## config.mk

```make
export PLATFORM = sky130hd
export DESIGN_NAME = dwcas_seq
export DESIGN_NICKNAME = d
export VERILOG_FILES = /design/src/rtl/dwcas_pkg.sv /design/src/rtl/dwcas_fsm.sv /design/src/rtl/dwcas_dp.sv /design/src/rtl/dwcas_lock.sv /design/src/rtl/dwcas_seq.sv
export SDC_FILE = /design/constraint.sdc
export NUM_CORES = 1
export LEC_CHECK = 0
export BUFFER_PORTS_ARGS = -buffer_cell sky130_fd_sc_hd__buf_2
export CORE_AREA = 2 2 278 280
export DETAILED_ROUTE_END_ITERATION = 6
export DIE_AREA = 0 0 280 282
export PLACE_DENSITY = 0.58
export RECOVER_POWER = 50
export SLEW_MARGIN = 10
export SYNTH_ARGS = -nofsm -noshare
export SYNTH_HDL_FRONTEND = slang
export SYNTH_SLANG_ARGS = --single-unit
```

## constraint.sdc

```tcl
create_clock -name clk -period 2 [get_ports clk]
set_clock_uncertainty 0.15 [all_clocks]
set_input_delay 0.1 -clock clk [delete_from_list [all_inputs] [get_ports clk]]
set_output_delay 0.1 -clock clk [all_outputs]
set_load 0.01 [all_outputs]
```

## src/rtl/dwcas_pkg.sv

```systemverilog
package dwcas_pkg;

    typedef enum logic [2:0] {
        ST_IDLE    = 3'd0,
        ST_RD_REQ  = 3'd1,
        ST_RD_WAIT = 3'd2,
        ST_CMP     = 3'd3,
        ST_WR_REQ  = 3'd4,
        ST_WR_WAIT = 3'd5,
        ST_DONE    = 3'd6
    } seq_state_e;

    function automatic logic in_read_phase(seq_state_e s);
        return (s == ST_RD_REQ) || (s == ST_RD_WAIT);
    endfunction

    function automatic logic in_write_phase(seq_state_e s);
        return (s == ST_WR_REQ) || (s == ST_WR_WAIT);
    endfunction

endpackage

```

## src/rtl/dwcas_fsm.sv

```systemverilog
module dwcas_fsm
    import dwcas_pkg::*;
(
    input  logic       clk,
    input  logic       rst,
    input  logic       req_valid,
    input  logic       mem_ack,
    output seq_state_e state,
    output logic       accept,
    output logic       rd_ack,
    output logic       cmp_en,
    output logic       wr_ack
);

    seq_state_e nxt;

    assign accept = (state == ST_IDLE) && req_valid;
    assign rd_ack = (state == ST_RD_WAIT) && mem_ack;
    assign wr_ack = (state == ST_WR_WAIT) && mem_ack;
    assign cmp_en = (state == ST_CMP);

    always_comb begin
        nxt = state;
        case (state)
            ST_IDLE:    if (req_valid) nxt = ST_RD_REQ;
            ST_RD_REQ:  nxt = ST_RD_WAIT;
            ST_RD_WAIT: if (mem_ack) nxt = ST_CMP;
            ST_CMP:     nxt = ST_WR_REQ;
            ST_WR_REQ:  nxt = ST_WR_WAIT;
            ST_WR_WAIT: if (mem_ack) nxt = ST_DONE;
            ST_DONE:    nxt = ST_IDLE;
            default:    nxt = ST_IDLE;
        endcase
    end

    always_ff @(posedge clk) begin
        if (rst) state <= ST_IDLE;
        else     state <= nxt;
    end

endmodule

```

## src/rtl/dwcas_dp.sv

```systemverilog
module dwcas_dp #(
    parameter int HALF_W = 64,
    parameter int ADDR_W = 32
) (
    input  logic                clk,
    input  logic                rst,
    input  logic                accept,
    input  logic                rd_ack,
    input  logic                cmp_en,
    input  logic [ADDR_W-1:0]   req_addr,
    input  logic [HALF_W-1:0]   exp_lo,
    input  logic [HALF_W-1:0]   exp_hi,
    input  logic [HALF_W-1:0]   des_lo,
    input  logic [HALF_W-1:0]   des_hi,
    input  logic [2*HALF_W-1:0] mem_rdata,
    output logic [ADDR_W-1:0]   addr_q,
    output logic [2*HALF_W-1:0] wdata_q,
    output logic                ok_q,
    output logic [2*HALF_W-1:0] exp_q
);

    localparam int WORD_W = 2 * HALF_W;
    localparam int NHALF  = 2;

    logic [WORD_W-1:0] des_q;
    logic [WORD_W-1:0] obs_q;
    logic [NHALF-1:0]  half_eq;
    logic              all_eq;

    for (genvar h = 0; h < NHALF; h++) begin : g_half
        assign half_eq[h] = (obs_q[h*HALF_W +: HALF_W] == exp_q[h*HALF_W +: HALF_W]);
    end

    assign all_eq = &half_eq;

    always_ff @(posedge clk) begin
        if (rst) begin
            addr_q  <= '0;
            exp_q   <= '0;
            des_q   <= '0;
            obs_q   <= '0;
            wdata_q <= '0;
            ok_q    <= 1'b0;
        end else begin
            if (accept) begin
                addr_q <= req_addr;
                exp_q  <= {exp_hi, exp_lo};
                des_q  <= {des_hi, des_lo};
            end
            if (rd_ack) begin
                obs_q <= mem_rdata;
            end
            if (cmp_en) begin
                ok_q    <= all_eq;
                wdata_q <= all_eq ? des_q : obs_q;
                if (!all_eq) exp_q <= obs_q;
            end
        end
    end

endmodule

```

## src/rtl/dwcas_lock.sv

```systemverilog
module dwcas_lock (
    input  logic clk,
    input  logic rst,
    input  logic accept,
    input  logic req_lock,
    input  logic wr_ack,
    output logic lock_q
);

    always_ff @(posedge clk) begin
        if (rst)                      lock_q <= 1'b0;
        else if (accept && req_lock)  lock_q <= 1'b1;
        else if (wr_ack)              lock_q <= 1'b0;
    end

endmodule

```

## src/rtl/dwcas_seq.sv

```systemverilog
module dwcas_seq
    import dwcas_pkg::*;
#(
    parameter int HALF_W = 64,
    parameter int ADDR_W = 32
) (
    input  logic                clk,
    input  logic                rst,
    input  logic                req_valid,
    input  logic                req_lock,
    input  logic [ADDR_W-1:0]   req_addr,
    input  logic [HALF_W-1:0]   exp_lo,
    input  logic [HALF_W-1:0]   exp_hi,
    input  logic [HALF_W-1:0]   des_lo,
    input  logic [HALF_W-1:0]   des_hi,
    output logic                busy,
    output logic                done,
    output logic                success,
    output logic [HALF_W-1:0]   exp_lo_q,
    output logic [HALF_W-1:0]   exp_hi_q,
    output logic [ADDR_W-1:0]   mem_addr,
    output logic                mem_rd_req,
    output logic                mem_wr_req,
    output logic [2*HALF_W-1:0] mem_wdata,
    input  logic [2*HALF_W-1:0] mem_rdata,
    input  logic                mem_ack,
    output logic                mem_lock
);

    localparam int WORD_W = 2 * HALF_W;

    seq_state_e        state;
    logic              accept, rd_ack, cmp_en, wr_ack;
    logic [WORD_W-1:0] exp_q;

    dwcas_fsm u_fsm (
        .clk       (clk),
        .rst       (rst),
        .req_valid (req_valid),
        .mem_ack   (mem_ack),
        .state     (state),
        .accept    (accept),
        .rd_ack    (rd_ack),
        .cmp_en    (cmp_en),
        .wr_ack    (wr_ack)
    );

    dwcas_dp #(.HALF_W(HALF_W), .ADDR_W(ADDR_W)) u_dp (
        .clk       (clk),
        .rst       (rst),
        .accept    (accept),
        .rd_ack    (rd_ack),
        .cmp_en    (cmp_en),
        .req_addr  (req_addr),
        .exp_lo    (exp_lo),
        .exp_hi    (exp_hi),
        .des_lo    (des_lo),
        .des_hi    (des_hi),
        .mem_rdata (mem_rdata),
        .addr_q    (mem_addr),
        .wdata_q   (mem_wdata),
        .ok_q      (success),
        .exp_q     (exp_q)
    );

    dwcas_lock u_lock (
        .clk      (clk),
        .rst      (rst),
        .accept   (accept),
        .req_lock (req_lock),
        .wr_ack   (wr_ack),
        .lock_q   (mem_lock)
    );

    assign busy       = (state != ST_IDLE);
    assign done       = (state == ST_DONE);
    assign mem_rd_req = in_read_phase(state);
    assign mem_wr_req = in_write_phase(state);
    assign exp_lo_q   = exp_q[HALF_W-1:0];
    assign exp_hi_q   = exp_q[WORD_W-1:HALF_W];

endmodule

```

-- Word-level counts from Yosys, hierarchy flattened
Index checks and enable logic that the tools add are counted.
- equal/unequal tests: 11
- mux-type cells: 10
- reduce and logical (&&, ||, !) cells: 11
- operator list (cell ; count):
    128-bit two-way mux ; 4
    64-bit equality test ; 2
    3-bit case mux with 6 select lines ; 1
    3-bit equality test (second input constant) ; 3
    3-bit two-way mux ; 3
    3-bit by 2-bit equality test with 1-bit output (second input constant) ; 2
    2-bit inequality test (second input constant) ; 3
    1-bit logical AND ; 4
    3-bit by 1-bit equality test with 1-bit output (second input constant) ; 1
    3-bit logical NOT ; 1
    3-bit AND reduction ; 1
    3-bit nonzero test ; 1
    1-bit logical OR ; 2
    1-bit two-way mux ; 2
    2-bit AND reduction ; 1
    2-bit nonzero test ; 1
- register bits after elaboration: 549
- input bits: 421

-- Longest topological paths before layout
Gate-level depths: netlist of the first run.
- depth after elaboration: 5
- mapped depth: 9

-- Hierarchy
From an unflattened synthesis of the first run, not the netlist that was laid out.
- cell total of the unflattened synthesis: 2424
- area, all modules: 24218.2 µm²
- by module, submodules not included (module ; times used ; cells an instance ; area each (µm²) ; seq. area each (µm²)):
    dwcas_dp ; 1 ; 2397 ; 23978.0 ; 10910.5
    dwcas_fsm ; 1 ; 18 ; 163.9 ; 60.1
    dwcas_lock ; 1 ; 4 ; 38.8 ; 20.0
    dwcas_seq ; 1 ; 5 ; 37.5 ; 0.0

-- Worst setup path after synthesis of the first run
No wires, ideal clock.
- kind: register -> register
- start: register u_dp.exp_q[117]
- end: register u_dp.wdata_q[71]
- library setup time: 133 ps
- data arrival time: 1875 ps
- data required time: 1717 ps
- slack: -159 ps
- stages on the path, launching flop included: 10
- path buffers: 3
- period minus slack after synthesis: 2159 ps
- cells stage by stage: dfxtp_1 xnor2_1 nand4_1 nor4_1 nand4_1 buf_2 buf_2 buf_2 nor4_1 nor4_1
- word-level cells in the longest chain between the ends: 3
- ends and longest elaborated chain (what ; line ; RTL):
    start, declared ; dwcas_dp.sv:19 ; output logic [2*HALF_W-1:0] exp_q
    start signal, assigned ; dwcas_dp.sv:47 ; exp_q <= {exp_hi, exp_lo};
    start signal, assigned ; dwcas_dp.sv:56 ; if (!all_eq) exp_q <= obs_q;
    64-bit equality test ; dwcas_dp.sv:31 ; assign half_eq[h] = (obs_q[h*HALF_W +: HALF_W] == exp_q[h*HALF_W +: HALF_W]);
    2-bit AND reduction ; dwcas_dp.sv:34 ; assign all_eq = &half_eq;
    128-bit two-way mux ; dwcas_dp.sv:55 ; wdata_q <= all_eq ? des_q : obs_q;
    end signal, assigned ; dwcas_dp.sv:55 ;
    end, declared ; dwcas_dp.sv:17 ; output logic [2*HALF_W-1:0] wdata_q,
No other way between the ends.
A chain may end at the register's enable or synchronous reset.

-- Worst setup path after layout of the first run
- start: register u_dp.exp_q[109]
- end: register u_dp.wdata_q[11]
The elaborated chain is that of the path after synthesis.

==> results of run 1 <==
worst max-delay path by stage:
stage	startpoint	end	slack, ns	cells after the start
after floorplan	u_dp.exp_q[104]	u_dp.wdata_q[71]	-0.06	9
after global placement	u_dp.obs_q[6]	u_dp.exp_q[116]	-1.16	9
after detailed placement	u_dp.exp_q[123]	u_dp.exp_q[116]	-1.09	7
after CTS	u_dp.obs_q[115]	u_dp.exp_q[6]	-0.74	11
after global routing	u_dp.exp_q[109]	u_dp.wdata_q[11]	-0.90	10
final	u_dp.exp_q[109]	u_dp.wdata_q[11]	-0.84	10
logic make-up after synthesis:
logic type                count (synthesis)  share of synthesized area (%)
muxes                                   128                          5.605
xor gates and xnor gates                129                          4.943
and+or+nand+nor                        1028                          19.67
DFF                                     549                          48.08
AOI/OAI and AO/OA                       578                          16.47
buffers and inverters                   255                          5.233
sequential cells by signal, indices dropped and copies added (netlist names):
name / cells
u_dp.des_q: 128
u_dp.ok_q: 1
u_lock.lock_q: 1
u_fsm.state: 3
u_dp.exp_q: 128
u_dp.wdata_q: 128
u_dp.addr_q: 32
u_dp.obs_q: 128
stage by stage:
step,total power [W],hold WS [ns],instances
3_3_place_gp,0.02348,0.1902,4612
4_1_cts,0.03739,0.07673,5179
3_5_place_dp,0.02353,0.1949,4612
2_1_floorplan,0.01770,0.08596,2667
6_report,0.03762,0.1196,5232
5_1_grt,0.03897,0.1185,5231
cell usage after synthesis:
cell type	n
a211oi_1	200
a21oi_1	292
a221oi_1	8
a221oi_2	20
and2_1	1
and3_1	1
and3b_1	1
and4_1	2
buf_1	5
buf_2	50
buf_4	7
buf_6	20
clkbuf_1	171
dfxtp_1	549
inv_1	2
mux2i_1	128
nand2_1	582
nand2b_1	1
nand3_1	2
nand4_1	34
nor2_1	193
nor2b_1	1
nor3_1	1
nor4_1	208
o21ai_0	29
o21ai_1	1
o311a_1	28
or2_2	1
xnor2_1	129
cells in the final DEF (no fill, tap or decap), types with 3 or more instances in the layout:
cell type and instances:
a211oi_1 85, a211oi_2 94, a211oi_4 21, a21oi_1 292, a221oi_2 25, buf_12 63
buf_16 23, buf_2 503, buf_4 420, buf_6 28, buf_8 7, bufinv_16 8
clkbuf_1 238, clkbuf_16 84, clkbuf_4 9, clkbuf_8 13, clkinv_2 10, dfxtp_1 521
dfxtp_2 27, diode_2 4, dlygate4sd3_1 421, mux2i_1 128, nand2_1 580, nand4_1 34
nor2_1 191, nor4_1 120, nor4_2 48, nor4_4 40, o21ai_0 17, o21ai_1 9
o21ai_2 3, o311a_1 28, xnor2_1 112, xnor2_2 14, xnor2_4 3
power by group through the flow:
stage / Sequential, W / Combinational (W) / Clock [W]
after floorplan: 0.0135 / 0.00415 / 0
after global placement: 0.0132 / 0.0102 / 0
after detailed placement: 0.0133 / 0.0103 / 0
after CTS: 0.0131 / 0.0112 / 0.0131
after global routing: 0.0132 / 0.0122 / 0.0135
final: 0.0131 / 0.0115 / 0.0129
final cells by class:
cell class	count	area [um^2]	area share [%]
multi-input combinational	1863	12600	30.92
clock buffer	91	1918	4.705
tap	978	1224	3.002
antenna	4	10.01	0.02455
timing repair buffer	1719	13560	33.25
clock inverter	26	419.2	1.028
inverter	2	7.507	0.01842
sequential	549	11030	27.05
worst max-delay path: cells and delay by family (launching register included):
| family | cells | cell delay (ns) |
|---|---|---|
| flip-flops | 1 | 0.33 |
| XOR/XNOR | 1 | 0.16 |
| AND/OR/NAND/NOR | 4 | 1.22 |
| AO/OA/AOI/OAI | 1 | 0.09 |
| buffers and inverters | 4 | 0.75 |
repair_timing:
action | CTS | global route
endpoints found under the setup margin | 272 | 322
hold buffers | 421 | 0
cloned | 17 | 22
buffers inserted | 13 | 33
endpoints found under the hold margin | 428 | 0
gates resized for setup | 133 | 200
pin swaps | 53 | 107
routing by layer:
layer | routed length (um) | vias up | track usage (%) | share of wire (%)
li1 | - | 12511 | - | -
met1 | 49880 | 13188 | 35.57 | 40
met2 | 58980 | 1352 | 47.67 | 48
met3 | 8946 | 340 | 4.781 | 7.2
met4 | 6191 | 6 | 13.53 | 5.0
met5 | 43 | - | 0 | 0.035
==> results list, run 1 <==
* Result of the run: finished, violations left
* Failing checks: setup timing
* Final net count: 4623
- Input and output buffers added on the ports amount to just over 700.
- Path depth of the worst reg2reg path: 10
- At the end of the flow the core is filled with cells to 53.85%.
- In this design, the critical path's most frequently occurring cell is buf_12.
- Averaged over all synthesized cells, the footprint is 8.570 um^2.
* Setup violators final: 257
* Final sum of negative setup slack: -188.50 ns
- The worst path in the final design needs a cycle of about 2.8 ns, including I/O delays and setup.
- Clk network pwr share: approximately a third
* Global-route wire length before repair: 169100 um
- Hold path start: des_hi[54]
* Insertion delay of the later-clocked pin in the worst-skew pair: 0.62 ns
- The synthesized design devotes to its leading area cell type 48.08% of total area.
- At the end of routability-driven placement, the weighted congestion stood at 0.8937.
- The floorplan step set the die width to 280 um.
- WP data arrival: 3.18 ns
- The floorplan step defined a die boundary enclosing 78960 um^2.
- Final critical-path share of the clock period: 142.0%
- Count of filler cells inserted in the layout: 6746
- The min-delay analysis places its worst path in the category input port to flip-flop.
- Detailed placement ended at an HPWL of around 81000 um.
- Registers are responsible for 34.9% of the overall power.
* Number of primary I/O pins: ~700
* Largest fanout on the critical path: 16
- Worst-path clk slew: 0.06 ns
- Cell Pwr Density: 922.8 nW/um^2
* Distinct cell type count of the synthesized netlist: 29
- Derived from the worst setup path, the maximum achievable clock frequency is 352.2 MHz.
- Hold Crit Depth: 4
- Proportion of layout cells with a drive suffix above 1: 34.49%
* Worst vdd ir: about 0.84 mV
- Least setup slack across all paths after layout: -0.8392 ns
- The count of nets left with antenna violations once routing finished came out at 0.
- R2r endpoint: u_dp.wdata_q[11]
- Pre-antenna DRT Iters: 7
- DRC violation count after routing: 0
- Leak: 16.12 nW
* Chip Height: 282 um
- Counting flops and latches in the post-synthesis netlist gives 549.
- Cell-internal power: roughly 0.025 W
* Worst R2R Setup Slack: -0.84 ns
- Number of max-slew violations in the final report: 0
- Summing all placed instances gives a cell area of 31410 um^2.
* CTS tree: built
- Instance count of the mapped netlist: 2667
* Mapped Area: 22860 um^2
* Via Count: 27.40k
* Crit Path Class: flip-flop to flip-flop
- Maximum number of pins on one net before global-route repair: between 90 and 100
* Sequential fraction of the synthesis area: 48.08%
- Net switching is 32.67% of the power.
- Final non-filler cell area: 40770 um^2
* Vias per std cell: approximately 5.2
- Buffer cell driving the clock tree root: clkbuf_16
* Placement Rows: a little over 100
* Yosys top cell by area: dfxtp_1
- Count of warnings emitted by yosys: 0
- DRC marker count from the first detailed-route iteration: 2060
* Worst hold path endpoint: u_dp.des_q[118]
- Placeable core region: 75700 um^2
- After detailed routing, the average wire length per cell comes to 23.71 um.
- The H-tree was split into 3 levels.
- Worst slack at placement: -1.094 ns
- Congestion Overflow GR: 0
* Number of antenna violations at the first check in global routing: 7
- Top post-synthesis cells by area: dfxtp_1 48%, nand2_1 9.6%, a211oi_1 6.6%, a21oi_1 6.4%, nor4_1 5.7%
- Walking the worst path, the cells encountered are xnor2_2 > buf_6 > nand4_1 > buf_4 > nor4_4 > and4_4 > buf_12 > buf_12 > a211oi_2 > nor4_1.
* # Max-Cap Violations: 0
- GRT Resource Usage Total: between 20% and 30%
- RSZ-0062 raised after global routing: yes
- Least-Margin Pin Slew: 0.7264 ns
- The number of global-route vias before repair is 26.94k.
- Number of clock sinks seen by CTS: 549
* Area growth from synthesis to layout: 78.35%
- Switching power: 0.01229 W
- The initial utilization of the core area, before any placement, comes to 30.20%.
- Delay of the slowest cell on the worst path: about 0.4 ns
- The largest individual stage delay along the critical path comes from the cell and4_4.
- Setup crit start kind: flip-flop
- The share of total power dissipated in combinational logic is 30.6%.
- Counting every net in the synthesized netlist gives between 3k and 4k.
* Final hold viol count: 0
- Clock Tree Buf Depth: 3
- Relative slew slack: 51.28%
- Final WL: 124000 um
- Total CTS buffers: 67
* FF-to-FF Start: u_dp.exp_q[109]
* Endpoint type of the worst setup path: flip-flop
- Data required time of the worst path: 2.34 ns
No activity file was read; power rests on OpenSTA's default activity.
==> run 2: changes to the inputs <==
--- a/config.mk
+++ b/config.mk
@@ -6,9 +6,8 @@
 export NUM_CORES = 1
 export LEC_CHECK = 0
 export BUFFER_PORTS_ARGS = -buffer_cell sky130_fd_sc_hd__buf_2
-export CORE_AREA = 2 2 278 280
+export CORE_UTILIZATION = 30
 export DETAILED_ROUTE_END_ITERATION = 6
-export DIE_AREA = 0 0 280 282
 export PLACE_DENSITY = 0.58
 export RECOVER_POWER = 50
 export SLEW_MARGIN = 10
==> run 2 against run 1 <==
The run still ends with setup timing left. Maximum frequency rose by 2.7%. Register-to-register slack gained 0.07 ns. Via count shrank 2.6%. Critical path depth up 2. Die area down 2.1%. Clock power is 5% lower. Hold slack gained 0.0089 ns. Count of clock-buffer cells in the layout up 2. Utilization down 1.3 points. Global-route usage decreased by 0.062 points.
==> results list, run 2 (synthesis gave the netlist of run 1 again) <==
- Horizontal extent of the die: 278.0 um
- STA classifies the critical path endpoint as a flip-flop.
- Least-Margin Pin Slew: about 0.55 ns
- The die covers 77300 um^2.
- After clock tree synthesis, the clock-pin slew on the worst setup and hold paths is 0.06 ns.
- The initial antenna violation count came to 9.
- Count of filler cells inserted in the layout: 6887
- Excluding fillers, the count of instances in the completed layout stands at 5198.
- Leaving out fill and tap cells, the most frequent cell in the layout is nand2_1.
* Switching power as a share of total power: 32.28%
- The worst hold path belongs to the class input port to flip-flop.
* Clock Tree Buf Depth: 3
- The worst register-to-register path ends at u_dp.exp_q[98].
* Relative slew slack: 63.22%
- Setup violations remaining at the end of the flow were counted as 257.
- The checks that failed: setup timing.
- Initial Utilization: slightly above 30%
- Pre-antenna DRT Iters: 5
* Min Clock Period, post-route: around 2.8 ns
- Area growth from synthesis to layout: 72.38%
- The count of final hold-check violations is 0.
- Setup crit start kind: flip-flop
- Input and output buffers added on the ports amount to 714.
- Vias per std cell: 5.131
- Congestion Overflow GR: 0
- Hold Crit Depth: 4
- The H-tree was split into 3 levels.
* Chip Height: approximately 280 um
* Hold path start: req_addr[18]
- In this run the clock root is driven by a clkbuf_16.
- In the final layout, the share of cells above drive strength 1 is about a third.
- Data on the critical path arrives at its endpoint at 3.08 ns.
* RSZ-0062 raised after global routing: yes
- Maximum number of pins on one net before global-route repair: 69
* Worst vdd ir: 0.8426 mV
- Summed over all cells, the static leakage comes to 15.92 nW.
- Data required time of the worst path: 2.31 ns
* Number of clock sinks seen by CTS: between 500 and 600
- Across the whole layout, storage elements account for 11070 um^2.
- Final hold analysis gives a worst-case slack of 0.1286 ns.
* Cells after DPL: 4627
* Final non-filler cell area: 39400 um^2
- Cell-internal power: 0.02499 W
* Clk network pwr share: between 30% and 40%
- Via count of the first global-routing pass: 26.53k
- For this design the ratio of total power to cell area is 936.7 nW/um^2.
- DRC violation count after routing: 0
- Via Count: 26.67k
- GRT Resource Usage Total: ~28%
- For this design the total switching power over the nets is 0.01191 W.
* Global-route wire length before repair: about 170000 um
* Path depth of the worst reg2reg path: 12
- For this run, the post-layout net count is 4596.
- Total CTS buffers: 66
- Worst R2R Setup Slack: -0.76 ns
* Number of primary I/O pins: 715
- Footprint of the multi-input gates: 11860 um^2
- Sum of net half-perimeters after detailed placement: 80790 um
- Highest clock frequency the design can meet: 361.7 MHz
- Commonest non-fill, non-tap cells in the layout: 580 x nand2_1, 539 x buf_2, 485 x dfxtp_1
- DRC marker count from the first detailed-route iteration: 1988
* Insertion delay of the later-clocked pin in the worst-skew pair: 0.60 ns
- Placement Rows: 100
- The region available for standard cell placement spans between 70000 and 80000 um^2.
- Final critical-path share of the clock period: 138.2%
* Final Total Pwr: 0.03691 W
- Worst hold path endpoint: u_dp.addr_q[18]
* Routed WL per cell: between 20 and 25 um
- The final max-slew violation count came to 0.
- Largest fanout on the critical path: 7
* Post-layout utilization of the core: 52.57%
* FF-to-FF Start: u_dp.exp_q[55]
- Setup slack on the critical path of the routed design comes to -0.7644 ns.
* Count of antenna-violating nets left after detailed routing: 0
- Result of the run: finished, violations left
- Per report_power, the combinational group accounts for a little under a third of the total.
- Total placed instance area: between 30000 and 40000 um^2
- Of the total power, registers draw 35.7%.
- The final layout contains routed wiring with a total length of 117000 um.
- # Max-Cap Violations: 0
- CTS tree: built
- Routability Congestion: 0.8801
* Crit Path Class: flip-flop to flip-flop
## run 2: changes by cell type in the layout (fill, tap and decap cells not counted), sizes merged
cell      change
buf          +43
bufinv        -3
clkbuf       -67
clkinv        -1
clkinvlp      +1
diode         +1
inv           +1
## run 2: cell type report
class,count,share of cell area (%)
Antenna cell,5,0.03176
Clock buffer,93,4.859
Clock inverter,24,0.7431
Inverter,2,0.01905
Multi-Input combinational cell,1863,30.10
Sequential cell,549,28.10
Tap cell,969,3.077
Timing Repair Buffer,1693,33.06
## run 2: what timing repair did
| item | CTS | global route |
|---|---|---|
| hold buffers | 421 | 0 |
| gates cloned | 3 | 11 |
| hold endpoints to repair | 429 | 0 |
| setup endpoints to repair | 257 | 264 |
| pin swaps | 26 | 70 |
| setup buffers | 7 | 7 |
| gates resized for setup | 61 | 95 |
## run 2: worst max-delay path by stage
stage,startpoint,to,slack [ns],depth (start not counted)
floorplan,u_dp.exp_q[104],u_dp.wdata_q[71],-0.06,9
CTS,u_dp.exp_q[68],u_dp.wdata_q[5],-0.75,9
finish,u_dp.exp_q[55],u_dp.exp_q[98],-0.76,12
detailed placement,u_dp.obs_q[73],u_dp.wdata_q[122],-1.29,9
global placement,u_dp.obs_q[73],u_dp.wdata_q[123],-1.35,9
global route,u_dp.obs_q[113],u_dp.wdata_q[18],-0.86,10
## run 2: power by group through the flow
stage | clock (W) | combinational, W | sequential (W)
6_report | 0.0123 | 0.0114 | 0.0132
5_1_grt | 0.0129 | 0.0122 | 0.0133
4_1_cts | 0.0125 | 0.0113 | 0.0131
3_5_place_dp | 0 | 0.0104 | 0.0133
3_3_place_gp | 0 | 0.0103 | 0.0133
2_1_floorplan | 0 | 0.00415 | 0.0135
## run 2: layer usage
layer | global-route usage, % | wire [um] | up-vias
met5 | 0 | 58 | -
met4 | 12.64 | 5298 | 8
met3 | 4.869 | 6776 | 300
met2 | 47.13 | 55170 | 1147
met1 | 35.97 | 49700 | 12754
li1 | - | - | 12462
## run 2: metrics by stage
stage	setup TNS, ns	setup WS (ns)
global route	-190.22	-0.8631
floorplan	-6.222	-0.05512
detailed placement	-298.57	-1.294
finish	-167.16	-0.7644
CTS	-174.17	-0.7492
global placement	-297.79	-1.354
## run 2: worst max-delay path, stage by stage, from the launching register on
cell       delay, ns
dfxtp_2         0.35
xnor2_4         0.21
buf_6           0.15
nand4_1         0.20
nor4_2          0.30
buf_4           0.15
nand4_1         0.13
buf_4           0.19
o21ai_4         0.16
buf_8           0.16
buf_16          0.19
clkbuf_16       0.19
a221oi_1        0.08
==> run 3: changes to the inputs <==
--- a/config.mk
+++ b/config.mk
@@ -9,7 +9,6 @@
 export CORE_UTILIZATION = 30
 export DETAILED_ROUTE_END_ITERATION = 6
 export PLACE_DENSITY = 0.58
-export RECOVER_POWER = 50
 export SLEW_MARGIN = 10
 export SYNTH_ARGS = -nofsm -noshare
 export SYNTH_HDL_FRONTEND = slang
==> run 3 against run 2 <==
The flow still finishes with violations (setup timing). Routed wire length about the same. Final cell count barely moved. Sequential power barely moved. Critical path type unchanged. Largest cell class unchanged.
==> results list, run 3 (synthesis gave the netlist of run 1 again) <==
- At the worst endpoint, the required time is 2.31 ns.
- Delay of the slowest cell on the worst path: 0.33 ns
* GRT Resource Usage Total: 28.39%
- Derived from the worst setup path, the maximum achievable clock frequency is 361.7 MHz.
- The floorplan step defined a die boundary enclosing 77300 um^2.
* Sum of net half-perimeters after detailed placement: roughly 81000 um
* Final sum of negative setup slack: -167.68 ns
- Chip Height: 278.0 um
- Worst vdd ir: 0.8424 mV
* Area growth from synthesis to layout: 73.41%
- TritonCTS built the clock tree.
- Of the available clock period, the critical path in the final layout requires 138.2%.
* Min Clock Period, post-route: 2.765 ns
- Entering global routing, the biggest net connects 69 pins.
* Count of filler cells inserted in the layout: slightly below 7k
- Final Total Pwr: 0.03700 W
- For the pin with the worst max-slew slack, the measured transition is 0.5397 ns.
- DRC violation count after routing: 0
- # Max-Cap Violations: 0
- The clock reaches the later pin of the worst-skew pair after ~0.60 ns.
* Number of primary I/O pins: 715
- Setup violations remaining at the end of the flow were counted as about 260.
- H-Tree Depth: 3
- In this run the clock root is driven by a clkbuf_16.
- After detailed routing, the number of vias per cell comes to ~5.2.
- STA classifies the critical path startpoint as a flip-flop.
- In this run the remaining antenna-violating nets after routing total 0.
- Number of max-slew violations in the final report: 0
- Of the cells placed in the final design, the portion with a size suffix greater than 1 is approximately two fifths.
- After clock tree synthesis, the clock-pin slew on the worst setup and hold paths is 0.06 ns.
* Commonest non-fill, non-tap cells in the layout: 713 x buf_2, 580 x nand2_1, 469 x dfxtp_1
- Walking the worst path, the cells encountered are xnor2_2 > nand4_1 > buf_4 > nor4_2 > buf_4 > nand4_1 > buf_4 > o21ai_4 > buf_8 > buf_16 > clkbuf_16 > a221oi_1.
- Failing checks: setup timing
* Final net count: 4596
- Summed over all cells, the static leakage comes to 16.66 nW.
- I/O Buffers: 714
* Cell Pwr Density: 933.6 nW/um^2
* Pre-antenna DRT Iters: 7
- Least setup slack across all paths after layout: -0.7647 ns
- Final hold viol count: 0
- The first global-routing pass estimated 166300 um of wire.
- The congestion estimate from routability-driven global placement came to 0.8801.
- Clock Tree Buf Depth: 3
- Relative slew slack: roughly 64%
- In this run the worst hold path is classified as input port to flip-flop.
- Total CTS buffers: 66
- Routed WL per cell: 22.53 um
- The initial utilization of the core area, before any placement, comes to between 30% and 40%.
- Crit Path Class: flip-flop to flip-flop
* Placeable core region: 74950 um^2
* Number of antenna violations at the first check in global routing: 9
- Once placement finished, the instance area stood at between 30000 and 40000 um^2.
- Endpoint type of the worst setup path: flip-flop
- The finished cells cover about 40000 um^2.
* Via count of the first global-routing pass: 26.53k
* Most common library cell in the layout ignoring fill and taps: buf_2
- Via Count: between 20k and 30k
- Timing analysis after detailed placement gives a worst setup slack of -1.294 ns.
* Horizontal extent of the die: roughly 280 um
- WP data arrival: 3.08 ns
- RSZ-0062 raised after global routing: yes
* Placement Rows: 100
- DRC marker count from the first detailed-route iteration: 2003
* Congestion Overflow GR: 0
* Critical-path top delay cell: dfxtp_2
* Number of clock sinks seen by CTS: 549
- The cell that appears most often on the critical path is buf_4.
- Largest fanout on the critical path: 7
- The final layout contains routed wiring with a total length of 117100 um.
* Result of the run: finished, violations left
## run 3: stage by stage
stage / util, % / hold slack, ns / cells
floorplan: - / 0.08596 / 2667
global placement: 42.41 / 0.1911 / 4627
detailed placement: 42.41 / 0.1962 / 4627
CTS: 51.65 / 0.09764 / 5175
global route: 52.87 / 0.1318 / 5194
finish: 52.88 / 0.1295 / 5197
## run 3: worst paths after layout
| check | start | endpoint | slack, ns | cells past startpoint |
|---|---|---|---|---|
| max | u_dp.obs_q[113] | u_dp.exp_q[98] | -0.76 | 12 |
| max reg2reg | u_dp.obs_q[113] | u_dp.exp_q[98] | -0.76 | 12 |
| min | req_addr[18] | u_dp.addr_q[18] | 0.13 | 4 |
| min reg2reg | u_dp.addr_q[4] | u_dp.addr_q[4] | 0.30 | 2 |
## run 3: report_power, final
group | switching (W) | internal (W) | leakage, nW
logic | 0.00603 | 0.00550 | 11.1
clock network | 0.00495 | 0.00736 | 1.09
registers | 0.000928 | 0.0122 | 4.51
total | 0.0119 | 0.0251 | 16.7
## run 3: cell type report
type | instances | area, um^2 | share of cell area, %
inverters | 2 | 7.507 | 0.01894
multi-input cells | 1863 | 11860 | 29.93
well taps | 969 | 1212 | 3.059
clock buffers | 93 | 1914 | 4.830
flip-flops and latches | 549 | 11090 | 27.99
clock inverters | 24 | 292.8 | 0.7387
repair buffers | 1693 | 13240 | 33.41
diodes | 4 | 10.01 | 0.02525
## run 3: critical path: cells and delay by family, from the launching register on
kind | cells | cell delay [ns]
AO/OA/AOI/OAI | 2 | 0.24
AND/OR/NAND/NOR | 3 | 0.62
flip-flops | 1 | 0.33
buffers and inverters | 6 | 1.11
XOR/XNOR | 1 | 0.18
## run 3: metal layers
metal  up-vias  track usage, %  routed length [um]
met1     12774           35.97               49240
met5         -               0                  58
met3       291           4.869                7383
li1      12474               -                   -
met2      1218           47.13               55170
met4         8           12.64                5240
## run 3: timing repair
item                       CTS  global route
gates cloned                 3            11
setup buffers                7             7
pin swaps                   26            70
setup endpoints to repair  257           264
resized for setup           61            95
hold endpoints to repair   429             0
hold buffers               421             0
